## config.mk

```make
export PLATFORM = sky130hd
export DESIGN_NAME = sgen_prefetch_gen
export DESIGN_NICKNAME = d
export VERILOG_FILES = /design/src/rtl/sgen_pkg.sv /design/src/rtl/sgen_slot_walker.sv /design/src/rtl/sgen_pf_out.sv /design/src/rtl/sgen_prefetch_gen.sv
export SDC_FILE = /design/constraint.sdc
export NUM_CORES = 1
export LEC_CHECK = 0
export ABC_AREA = 1
export BUFFER_PORTS_ARGS = -buffer_cell sky130_fd_sc_hd__buf_4
export CAP_MARGIN = 20
export CORE_AREA = 2 2 89 91
export CTS_BUF_LIST = sky130_fd_sc_hd__clkbuf_4
export CTS_CLUSTER_DIAMETER = 30
export DETAILED_ROUTE_END_ITERATION = 16
export DIE_AREA = 0 0 91 93
export PLACE_DENSITY = 0.85
export RECOVER_POWER = 50
export SLEW_MARGIN = 30
export SYNTH_ARGS = -nofsm -noshare
export SYNTH_HDL_FRONTEND = slang
export SYNTH_HIERARCHICAL = 1
export SYNTH_SLANG_ARGS = --single-unit
```

## constraint.sdc

```tcl
create_clock -name clk -period 3.2 [get_ports clk]
set_input_delay 0.64 -clock clk [delete_from_list [all_inputs] [get_ports clk]]
set_output_delay 0.64 -clock clk [all_outputs]
set_load 0.005 [all_outputs]
```

## src/rtl/sgen_pkg.sv

```systemverilog
package sgen_pkg;
    typedef enum logic [2:0] {
        ST_IDLE  = 3'd0,
        ST_PSLK  = 3'd1,
        ST_SPCHK = 3'd2,
        ST_WALK  = 3'd3,
        ST_DRAIN = 3'd4
    } sgen_state_e;
endpackage

```

## src/rtl/sgen_slot_walker.sv

```systemverilog
// Works out the slot visited at a given step and whether this is the last step.
module sgen_slot_walker #(
    parameter int SLOTS  = 16,
    parameter int DEGREE = 4
) (
    input  logic [$clog2(SLOTS)-1:0]    base_slot,
    input  logic [$clog2(DEGREE+1)-1:0] step,
    output logic [$clog2(SLOTS)-1:0]    slot,
    output logic                        last
);
    localparam int SLOT_W = $clog2(SLOTS);
    localparam int STEP_W = $clog2(DEGREE+1);
    localparam int SUM_W  = ((SLOT_W > STEP_W) ? SLOT_W : STEP_W) + 1;

    logic [SUM_W-1:0] sum;

    always_comb begin
        sum  = SUM_W'(base_slot) + SUM_W'(step);
        slot = sum[SLOT_W-1:0];
        last = (step == STEP_W'(DEGREE)) || (sum == SUM_W'(SLOTS-1));
    end
endmodule

```

## src/rtl/sgen_pf_out.sv

```systemverilog
// One-entry output register with valid/ready hold.
module sgen_pf_out #(
    parameter int W = 32
) (
    input  logic         clk,
    input  logic         rst_n,
    input  logic         load,
    input  logic         load_valid,
    input  logic [W-1:0] load_data,
    input  logic         pop,
    output logic         valid,
    output logic [W-1:0] data
);
    typedef struct packed {
        logic         vld;
        logic [W-1:0] dat;
    } out_t;

    out_t o_d, o_q;

    always_comb begin
        o_d = o_q;
        if (load) begin
            o_d.vld = load_valid;
            if (load_valid) o_d.dat = load_data;
        end else if (o_q.vld && pop) begin
            o_d.vld = 1'b0;
        end
    end

    always_ff @(posedge clk) begin
        if (!rst_n) o_q <= '0;
        else        o_q <= o_d;
    end

    assign valid = o_q.vld;
    assign data  = o_q.dat;
endmodule

```

## src/rtl/sgen_prefetch_gen.sv

```systemverilog
module sgen_prefetch_gen #(
    parameter int BLK_W    = 26,
    parameter int OFF_W    = 6,
    parameter int SLOTS    = 16,
    parameter int STRUCT_W = 20,
    parameter int CNT_W    = 2,
    parameter int DEGREE   = 4,
    parameter int PRIO_W   = 2
) (
    input  logic                              clk,
    input  logic                              rst_n,
    input  logic                              trig_valid,
    output logic                              trig_ready,
    input  logic [BLK_W-1:0]                  trig_blk,
    input  logic                              trig_secure,
    output logic                              ps_rd_en,
    output logic [BLK_W-$clog2(SLOTS)-1:0]    ps_rd_tag,
    output logic [$clog2(SLOTS)-1:0]          ps_rd_slot,
    output logic                              ps_rd_secure,
    input  logic                              ps_rd_hit,
    input  logic [CNT_W-1:0]                  ps_rd_cnt,
    input  logic [STRUCT_W-1:0]               ps_rd_saddr,
    output logic                              sp_rd_en,
    output logic [STRUCT_W-$clog2(SLOTS)-1:0] sp_rd_tag,
    output logic [$clog2(SLOTS)-1:0]          sp_rd_slot,
    output logic                              sp_rd_secure,
    input  logic                              sp_rd_hit,
    input  logic [CNT_W-1:0]                  sp_rd_cnt,
    input  logic [BLK_W-1:0]                  sp_rd_blk,
    output logic                              pf_valid,
    input  logic                              pf_ready,
    output logic [BLK_W+OFF_W-1:0]            pf_addr,
    output logic                              pf_secure,
    output logic [PRIO_W-1:0]                 pf_prio,
    output logic                              pf_err
);
    import sgen_pkg::*;

    localparam int SLOT_W = $clog2(SLOTS);
    localparam int STEP_W = $clog2(DEGREE+1);
    localparam int ADDR_W = BLK_W + OFF_W;

    typedef struct packed {
        sgen_state_e         st;
        logic [BLK_W-1:0]    blk;
        logic                sec;
        logic [STRUCT_W-1:0] sa;
        logic [STEP_W-1:0]   step;
        logic                err;
    } ctl_t;

    ctl_t ctl_d, ctl_q;

    logic [SLOT_W-1:0] walk_slot;
    logic              walk_last;
    logic              out_free;
    logic              out_load;
    logic              out_load_valid;
    logic [ADDR_W-1:0] out_load_data;

    sgen_slot_walker #(.SLOTS(SLOTS), .DEGREE(DEGREE)) u_walker (
        .base_slot (ctl_q.sa[SLOT_W-1:0]),
        .step      (ctl_q.step),
        .slot      (walk_slot),
        .last      (walk_last)
    );

    assign out_free      = !pf_valid || pf_ready;
    assign out_load_data = {sp_rd_blk, {OFF_W{1'b0}}};

    always_comb begin
        ctl_d          = ctl_q;
        ctl_d.err      = 1'b0;
        out_load       = 1'b0;
        out_load_valid = 1'b0;
        ps_rd_en       = 1'b0;
        sp_rd_en       = 1'b0;
        ps_rd_tag      = ctl_q.blk[BLK_W-1:SLOT_W];
        ps_rd_slot     = ctl_q.blk[SLOT_W-1:0];
        sp_rd_tag      = ctl_q.sa[STRUCT_W-1:SLOT_W];
        sp_rd_slot     = (ctl_q.st == ST_WALK) ? walk_slot : ctl_q.sa[SLOT_W-1:0];
        unique case (ctl_q.st)
            ST_IDLE: begin
                if (trig_valid) begin
                    ctl_d.blk = trig_blk;
                    ctl_d.sec = trig_secure;
                    ctl_d.st  = ST_PSLK;
                end
            end
            ST_PSLK: begin
                ps_rd_en = 1'b1;
                if (ps_rd_hit && (ps_rd_cnt != '0)) begin
                    ctl_d.sa = ps_rd_saddr;
                    ctl_d.st = ST_SPCHK;
                end else begin
                    ctl_d.st = ST_IDLE;
                end
            end
            ST_SPCHK: begin
                sp_rd_en = 1'b1;
                if (!sp_rd_hit) begin
                    ctl_d.err = 1'b1;
                    ctl_d.st  = ST_IDLE;
                end else if (ctl_q.sa[SLOT_W-1:0] == SLOT_W'(SLOTS-1)) begin
                    ctl_d.st = ST_IDLE;
                end else begin
                    ctl_d.step = STEP_W'(1);
                    ctl_d.st   = ST_WALK;
                end
            end
            ST_WALK: begin
                sp_rd_en = 1'b1;
                if (out_free) begin
                    out_load       = 1'b1;
                    out_load_valid = sp_rd_hit && (sp_rd_cnt != '0);
                    if (walk_last) ctl_d.st   = ST_DRAIN;
                    else           ctl_d.step = ctl_q.step + STEP_W'(1);
                end
            end
            ST_DRAIN: begin
                if (out_free) ctl_d.st = ST_IDLE;
            end
            default: ctl_d.st = ST_IDLE;
        endcase
    end

    always_ff @(posedge clk) begin
        if (!rst_n) begin
            ctl_q    <= '0;
            ctl_q.st <= ST_IDLE;
        end else begin
            ctl_q <= ctl_d;
        end
    end

    sgen_pf_out #(.W(ADDR_W)) u_out (
        .clk        (clk),
        .rst_n      (rst_n),
        .load       (out_load),
        .load_valid (out_load_valid),
        .load_data  (out_load_data),
        .pop        (pf_ready),
        .valid      (pf_valid),
        .data       (pf_addr)
    );

    assign trig_ready   = (ctl_q.st == ST_IDLE);
    assign ps_rd_secure = ctl_q.sec;
    assign sp_rd_secure = ctl_q.sec;
    assign pf_secure    = ctl_q.sec;
    assign pf_prio      = '0;
    assign pf_err       = ctl_q.err;
endmodule

```

# Word level (Yosys, flattened, before mapping)
# Cells that the tools add are included.
# word_totals
ff_bits	81
latchBits	0
ramBits	0
mem_bits_ro	0
input_bits	83
output_inout_bits	88
wordCells	65
mem_count	0
# classes
add_sub_neg	2
n_mul	0
n_div	0
n_lt_le_gt_ge	0
eq_ne	14
n_shift	0
mux	23
n_bitwise	0
reduce_logical	18
# ops
operator	n
30-bit two-way mux	1
3-bit two-way mux	7
3-bit case mux with 5 select lines	1
2-bit inequality test (second input constant)	6
1-bit two-way mux	9
2-bit AND reduction	4
2-bit nonzero test	4
3-bit by 2-bit == test with 1-bit output (second input constant)	2
3-bit == test (second input constant)	2
2-bit two-way mux	3
3-bit case mux with 2 select lines	1
4-bit by 3-bit adder with 5-bit output	1
5-bit by 4-bit == test with 1-bit output (second input constant)	1
5-bit AND reduction	1
4-bit == test (second input constant)	1
4-bit two-way mux	1
4-bit AND reduction	1
3-bit by 1-bit adder with 3-bit output (second input constant)	1
3-bit by 1-bit == test with 1-bit output (second input constant)	1
1-bit logical AND	3
3-bit logical NOT	1
1-bit logical OR	2
2-bit by 1-bit inequality test with 1-bit output (second input constant)	1
2-bit OR reduction	1
1-bit logical NOT	1

# Logic depth before layout (Yosys ltp)
# Gate-level depths: netlist of run 1.
# depth
ltp_word	6
mapped_depth	17
ltp_nobuf	17

# Cells and area by module
# The synthesis of run 1 kept the hierarchy.
# by_module_without_submodules
module	instances	cells_per_inst	area_each_um2	seq_area_each_um2
sgen_prefetch_gen	1	338	2462.4	1081.0
sgen_pf_out	1	149	1278.7	660.6
sgen_slot_walker	1	31	175.2	0.0

# Least setup slack after synthesis of run 1
# Ideal clock, no wire load.
# synth_path
kind	register to output
from	register ctl_q[1] (netlist name)
to	output sp_rd_slot[2]
arrival_time_ps	1305
required_ps	2560
slack_ps	1255
path_stages_with_launch	10
path_buffers	0
path_cell_list	dfxtp_1 ha_1 inv_1 fa_1 inv_1 nand2_1 nand2_2 inv_1 nand2_1 nand2_1
# synth_via
elab_chain_len	2
# synth_rtl
element	line_no	rtl
start: declaration	sgen_prefetch_gen.sv:52	ctl_t ctl_d, ctl_q;
start signal: assignment	sgen_prefetch_gen.sv:132	ctl_q <= ctl_d;
4-bit by 3-bit adder with 5-bit output	sgen_slot_walker.sv:18	sum = SUM_W'(base_slot) + SUM_W'(step);
named net walk_slot[2]	sgen_prefetch_gen.sv:54	logic [SLOT_W-1:0] walk_slot;
4-bit two-way mux	sgen_prefetch_gen.sv:81	sp_rd_slot = (ctl_q.st == ST_WALK) ? walk_slot : ctl_q.sa[SLOT_W-1:0];
end: declaration	sgen_prefetch_gen.sv:25	output logic [$clog2(SLOTS)-1:0] sp_rd_slot,
# The timed path passes the listed nets, and every way through them passes these cells.

# Worst setup path after layout of run 1
# Ends and elaborated chain as after synthesis.

==> results of run 1 <==
## synth_stat cells
library cell and count:
buf_6 12, fa_1 1, nor2_2 3, nand2_2 4, inv_2 4, nor2_4 1, o21ai_0 42, and2_1 1
buf_2 7, inv_1 25, nand2_1 71, buf_4 48, nand3_2 1, clkbuf_1 5, buf_1 2, nand4_1 1
a21oi_1 42, ha_1 4, o21ai_1 8, nand3_1 44, conb_1 1, nor2_1 100, dfxtp_1 87, nand2_8 1
nor3_1 3
## stage by stage
step | util | worst slack [ns] | instances | total power, mW
3_3_place_gp | 0.637 | 0.675 | 723 | 1.48
2_1_floorplan | - | 1.26 | 525 | 1.37
5_1_grt | 0.645 | 0.400 | 739 | 2.09
4_1_cts | 0.652 | 0.520 | 739 | 2.01
6_report | 0.645 | 0.542 | 739 | 1.98
3_5_place_dp | 0.637 | 0.514 | 723 | 1.49
## worst max-delay path, delay by kind of cell (launching register included)
family | cells | cell delay [ns]
adders and majority gates | 2 | 0.63
buffers and inverters | 4 | 0.31
DFF | 1 | 0.43
and+or+nand+nor | 4 | 0.22
## where the power goes
part	switching, mW	total, mW	internal (mW)
logic	0.140	0.290	0.150
registers	0.0292	1.16	1.13
clock network	0.366	0.529	0.163
## metal layers
metal | up-vias | wire (µm)
met4 | 0 | 135
met2 | 175 | 4310
li1 | 1836 | -
met3 | 13 | 1020
met5 | - | 0
met1 | 1605 | 3870
## area by class of cell
class                   count  share of cell area
flip-flops and latches     87               0.359
multi-input cells         335               0.318
repair buffers            170               0.251
well taps                 102              0.0263
inverters                  29              0.0224
clock buffers              10              0.0155
clock inverters             6             0.00774
## logic make-up (layout without fill, tap and decap cells)
kind of cell	Yosys count	in the layout	share of synthesized area
other	1	8	0.000958
buffers and inverters	103	215	0.170
adder cells (fa/ha/maj)	5	5	0.0179
AO/OA/AOI/OAI	92	92	0.118
AND/OR/NAND/NOR	230	230	0.249
flip-flops	87	87	0.445
## layout by cell type, fill, tap and decap left out
cell         n
nor2_1      98
buf_4       90
dfxtp_1     87
clkbuf_4    74
nand2_1     71
nand3_1     44
o21ai_0     42
a21oi_1     42
inv_1       24
clkbuf_1    16
o21ai_1      8
conb_1       8
nor2_2       5
inv_2        5
nand2_2      4
ha_1         4
clkinvlp_4   4
nor3_1       2
clkinv_1     2
nand3_2      1
nor3_2       1
nor2_4       1
nand4_1      1
nand2_8      1
and2_1       1
fa_1         1
## registers in the layout (all words and copies together), names as in the netlist
| signal | flops |
|---|---|
| u_out/data | 32 |
| pf_err | 1 |
| u_out/valid | 1 |
| pf_secure | 1 |
| sp_rd_tag | 16 |
| ps_rd_slot | 4 |
| ctl_q | 10 |
| ps_rd_tag | 22 |
## worst max path at each step
stage | start | endpoint | slack (ns)
after floorplan | ctl_q[1] | sp_rd_slot[2] | 1.26
after global placement | ps_rd_cnt[0] | sp_rd_tag[7] | 0.68
after detailed placement | ps_rd_cnt[1] | sp_rd_tag[0] | 0.51
after CTS | ctl_q[1] | sp_rd_slot[2] | 0.52
after global routing | ctl_q[1] | sp_rd_slot[2] | 0.40
final | ctl_q[1] | sp_rd_slot[2] | 0.54
==> results.cfg, run 1 <==
[outcome]
status = complete, but fails checks
violations = capacitance limit, slew limit

[global_routing]
use_met1 = 0.264
busiest_layer = met2
grt_max_degree = 50
grt_util_met3 = 0.0854
gr-usage-met2 = 0.356
grt_usage = 0.217
antenna_found_initial = 0
grt-ovfl-total = 0
grt_pass1_vias = 3270
grt_pass1_wl_um = 15000

[clocking]
hold_buffers = 0
clk_pin_slew_worst_paths_ns = 0.13
clockBufferDepth = 2
cts_sinks = 87
root_buffer = clkbuf_4
post-cts-setup-buffer-count = 0
cts_made_buffers = 9
insertion_delay_ns = 0.42
cts_resized = 0
cts_max_level = 3
tritoncts = done

[power]
p_leak_nw = 2.22
powerDensity_nw_per_um2 = 408
max-vdd-ir-drop_mv = 0.269

[final_layout]
seq_area_um2 = 1740
drive_gt1_frac = 0.292
antenna_cells = 0
finalNetCount = 720
final_cell_area_um2 = 4850
area_growth_syn_to_layout_pct = 23.9
nFillCells = 666
multi_input_area_um2 = 1550

[die]
die_w_um = 91
rows = 32
io_pins = 171
die_area_um2 = 8460
core_area_um2 = 7530
die_h_um = 93
start_util = 0.520

[setup_path]
reg2reg_depth = 16
worstSetupPathType = reg2out
startpoint_type = flop
arrival_ns = 2.02
cp-end-kind = output pin
slowest_stage = dfxtp_1
r2r_end = ctl_q[2]
timing.rr.start = ctl_q[1]
critPathRequiredTime_ns = 2.56
worstPathCellList = ha_1 > inv_1 > fa_1 > inv_1 > nand2_1 > nand2_2 > inv_1 > nand2_1 > nand2_1 > buf_4
rrSetupSlack_ns = 1.06
critPathMaxFanout = 5
max_stage_delay_ns = 0.43

[synthesis]
synthCells = 518
ys_seq_area_frac = 0.445
syn_avg_cell_area_um2 = 7.56
synthTopCellsByArea = dfxtp_1 44%, nor2_1 9.6%, buf_4 9.2%, nand2_1 6.8%, nand3_1 5.6%
ys_types = 25
yosysTopAreaCell = dfxtp_1
ys_ff_latch = 87
ys_warn_count = 6
synth_top_area_frac = 0.445
synth_area_um2 = 3920

[detailed_routing]
dr.pass1.iters = 4
route.detailed.wl_per_inst_um = 12.6
vias = 3629
vias_per_cell = 4.91
remaining_drc_errors = 0
antenna_left = 0
first_iter_violations = 147
routed_wl_um = 9340

[placed_design]
place_area_um2 = 4800
io_buffers = 168
place_congestion = 0.811
hpwl_um = 6780

[sta]
worst_pin_slew_ns = 1.74
final.setup.tns_ns = 0
clock_skew_ns = 0.0119
maxSlewHeadroom = -0.163
max_freq_mhz = 376
holdWs_ns = 0.417
fin_crit_ns = 2.66
hold_violations = 0
rsz0062_at_grt = false
finalMaxSlewViolations = 50
fin_crit_sh = 0.830
final-setup-viol-count = 0

[worst_hold_path]
hp-class = in2reg
holdPathStages = 2
min_from = sp_rd_hit
hold_end = pf_err

[run]
drv_cap = 1
No activity file was read; power rests on OpenSTA's default activity.
==> inputs of run 2 (changes only) <==
--- a/config.mk
+++ b/config.mk
@@ -8,12 +8,12 @@
 export ABC_AREA = 1
 export BUFFER_PORTS_ARGS = -buffer_cell sky130_fd_sc_hd__buf_4
 export CAP_MARGIN = 20
-export CORE_AREA = 2 2 89 91
+export CORE_AREA = 2 2 93 95
 export CTS_BUF_LIST = sky130_fd_sc_hd__clkbuf_4
 export CTS_CLUSTER_DIAMETER = 30
 export DETAILED_ROUTE_END_ITERATION = 16
-export DIE_AREA = 0 0 91 93
-export PLACE_DENSITY = 0.85
+export DIE_AREA = 0 0 95 97
+export PLACE_DENSITY = 0.79
 export RECOVER_POWER = 50
 export SLEW_MARGIN = 30
 export SYNTH_ARGS = -nofsm -noshare
==> constraint.sdc (replaced) <==
create_clock -name clk -period 2.6 [get_ports clk]
set_input_delay 0.52 -clock clk [delete_from_list [all_inputs] [get_ports clk]]
set_output_delay 0.52 -clock clk [all_outputs]
set_load 0.005 [all_outputs]
==> run 2 against run 1 <==
The flow now finishes without violations. Global-route usage is 1.3 points lower. Flip-flop and latch count stayed put. Combinational power is 23% higher. Non-clock buffer count is 2 higher. Die area is 8.9% higher. Worst hold slack worse by 0.13 ns.
==> results.cfg, run 2 (synthesis gave the netlist of run 1 again) <==
[outcome]
status = finished clean

[global_routing]
grt_pass1_wl_um = 15200
busiest_layer = met2
gr-usage-met2 = 0.348
grt-ovfl-total = 0
antenna_found_initial = 0
grt_usage = 0.204
grt_max_degree = 35
grt_pass1_vias = 3469
grt_util_met3 = 0.0748
use_met1 = 0.229

[sta]
max_freq_mhz = 408
clock_skew_ns = 0.0137
finalMaxSlewViolations = 0
final.setup.tns_ns = 0
fin_crit_ns = 2.45
worst_pin_slew_ns = 0.869
rsz0062_at_grt = false
maxSlewHeadroom = 0.420
fin_crit_sh = 0.943
final-setup-viol-count = 0
hold_violations = 0

[final_layout]
mostFrequentLayoutCells = 99 x nor2_1, 92 x buf_4, 85 x dfxtp_1, 72 x nand2_1, 70 x clkbuf_4
area_growth_syn_to_layout_pct = 24.3
antenna_cells = 0
largest_register_ffs = 32
finalNetCount = 722
nFillCells = 747
drive_gt1_frac = 0.293
final_common_cell = nor2_1

[placed_design]
hpwl_um = 6750
place_congestion = 0.829
io_buffers = 168

[clocking]
post-cts-setup-buffer-count = 0
cts_sinks = 87
tritoncts = done
cts_made_buffers = 9
cts_max_level = 3
insertion_delay_ns = 0.41
clockBufferDepth = 2
cts_resized = 0
root_buffer = clkbuf_4
clk_pin_slew_worst_paths_ns = 0.13
hold_buffers = 0

[detailed_routing]
antenna_left = 0
first_iter_violations = 118
vias_per_cell = 4.84
routed_wl_um = 9330
route.detailed.wl_per_inst_um = 12.5
vias = 3603
remaining_drc_errors = 0
dr.pass1.iters = 4

[die]
die_h_um = 97
core_area_um2 = 8130
die_w_um = 95
rows = 33
io_pins = 171
die_area_um2 = 9220
start_util = 0.481

[setup_path]
cp-end-kind = output pin
arrival_ns = 1.93
startpoint_type = flop
worstSetupPathType = reg2out
critPathRequiredTime_ns = 2.08
critPathMaxFanout = 5

[worst_hold_path]
hp-class = in2reg

[power]
p_leak_nw = 2.22
power_mw = 2.44
max-vdd-ir-drop_mv = 0.400
powerDensity_nw_per_um2 = 501

[run]
drv_cap = 0
## run 2: cell count changes in the layout (fill, tap and decap cells not counted), moves of 2 or more
| cell | change |
|---|---|
| buf_4 | +2 |
| clkbuf_1 | +2 |
| clkbuf_4 | -4 |
| dfxtp_1 | -2 |
| dfxtp_4 | +2 |
## run 2: area by class of cell
cell class,count,area [µm²],share of cell area
tap,105,131,0.0270
inverter,29,109,0.0224
sequential,87,1750,0.359
multi-input combinational,335,1540,0.317
timing repair buffer,172,1220,0.251
clock inverter,7,48.8,0.0100
clock buffer,9,67.6,0.0139
## run 2: per-stage QoR
stage | area, µm² | cells | hold slack (ns) | util | setup slack [ns]
CTS | 4930 | 744 | 0.238 | 0.607 | 0.0142
global route | 4870 | 744 | 0.237 | 0.599 | 0.0180
finish | 4870 | 744 | 0.284 | 0.599 | 0.148
floorplan | 3940 | 525 | 0.455 | - | 0.732
global placement | 4820 | 728 | 0.449 | 0.592 | 0.0780
detailed placement | 4820 | 728 | 0.455 | 0.592 | 0.454
## run 2: final timing paths
kind	startpoint	to	slack, ns	depth (start not counted)
worst max-delay path	ctl_q[1]	sp_rd_slot[2]	0.15	10
worst max register to register	ctl_q[51]	ps_rd_tag[3]	0.44	7
worst min register to register	u_out/data[24]	u_out/data[24]	0.47	2
worst min-delay path	sp_rd_hit	pf_err	0.28	2
## run 2: layer usage
layer / wire (µm) / share of wire / vias up
met5: 0 / 0 / -
met4: 96 / 0.010 / 0
met3: 925 / 0.099 / 9
met2: 4450 / 0.48 / 130
met1: 3850 / 0.41 / 1621
li1: - / - / 1843
## run 2: report_power, final
group / leakage (nW) / internal (mW) / switching, mW / total (mW)
logic: 1.46 / 0.184 / 0.172 / 0.357
clock network: 0.0560 / 0.196 / 0.459 / 0.655
registers: 0.711 / 1.39 / 0.0366 / 1.43
## run 2: worst max-delay path, stage by stage (launching register included)
cell and delay (ns):
dfxtp_4 0.40, ha_2 0.19, inv_1 0.07, fa_1 0.39, inv_1 0.07, nand2_1 0.05
nand2_2 0.08, inv_1 0.04, nand2_1 0.05, nand2_1 0.04, buf_4 0.13
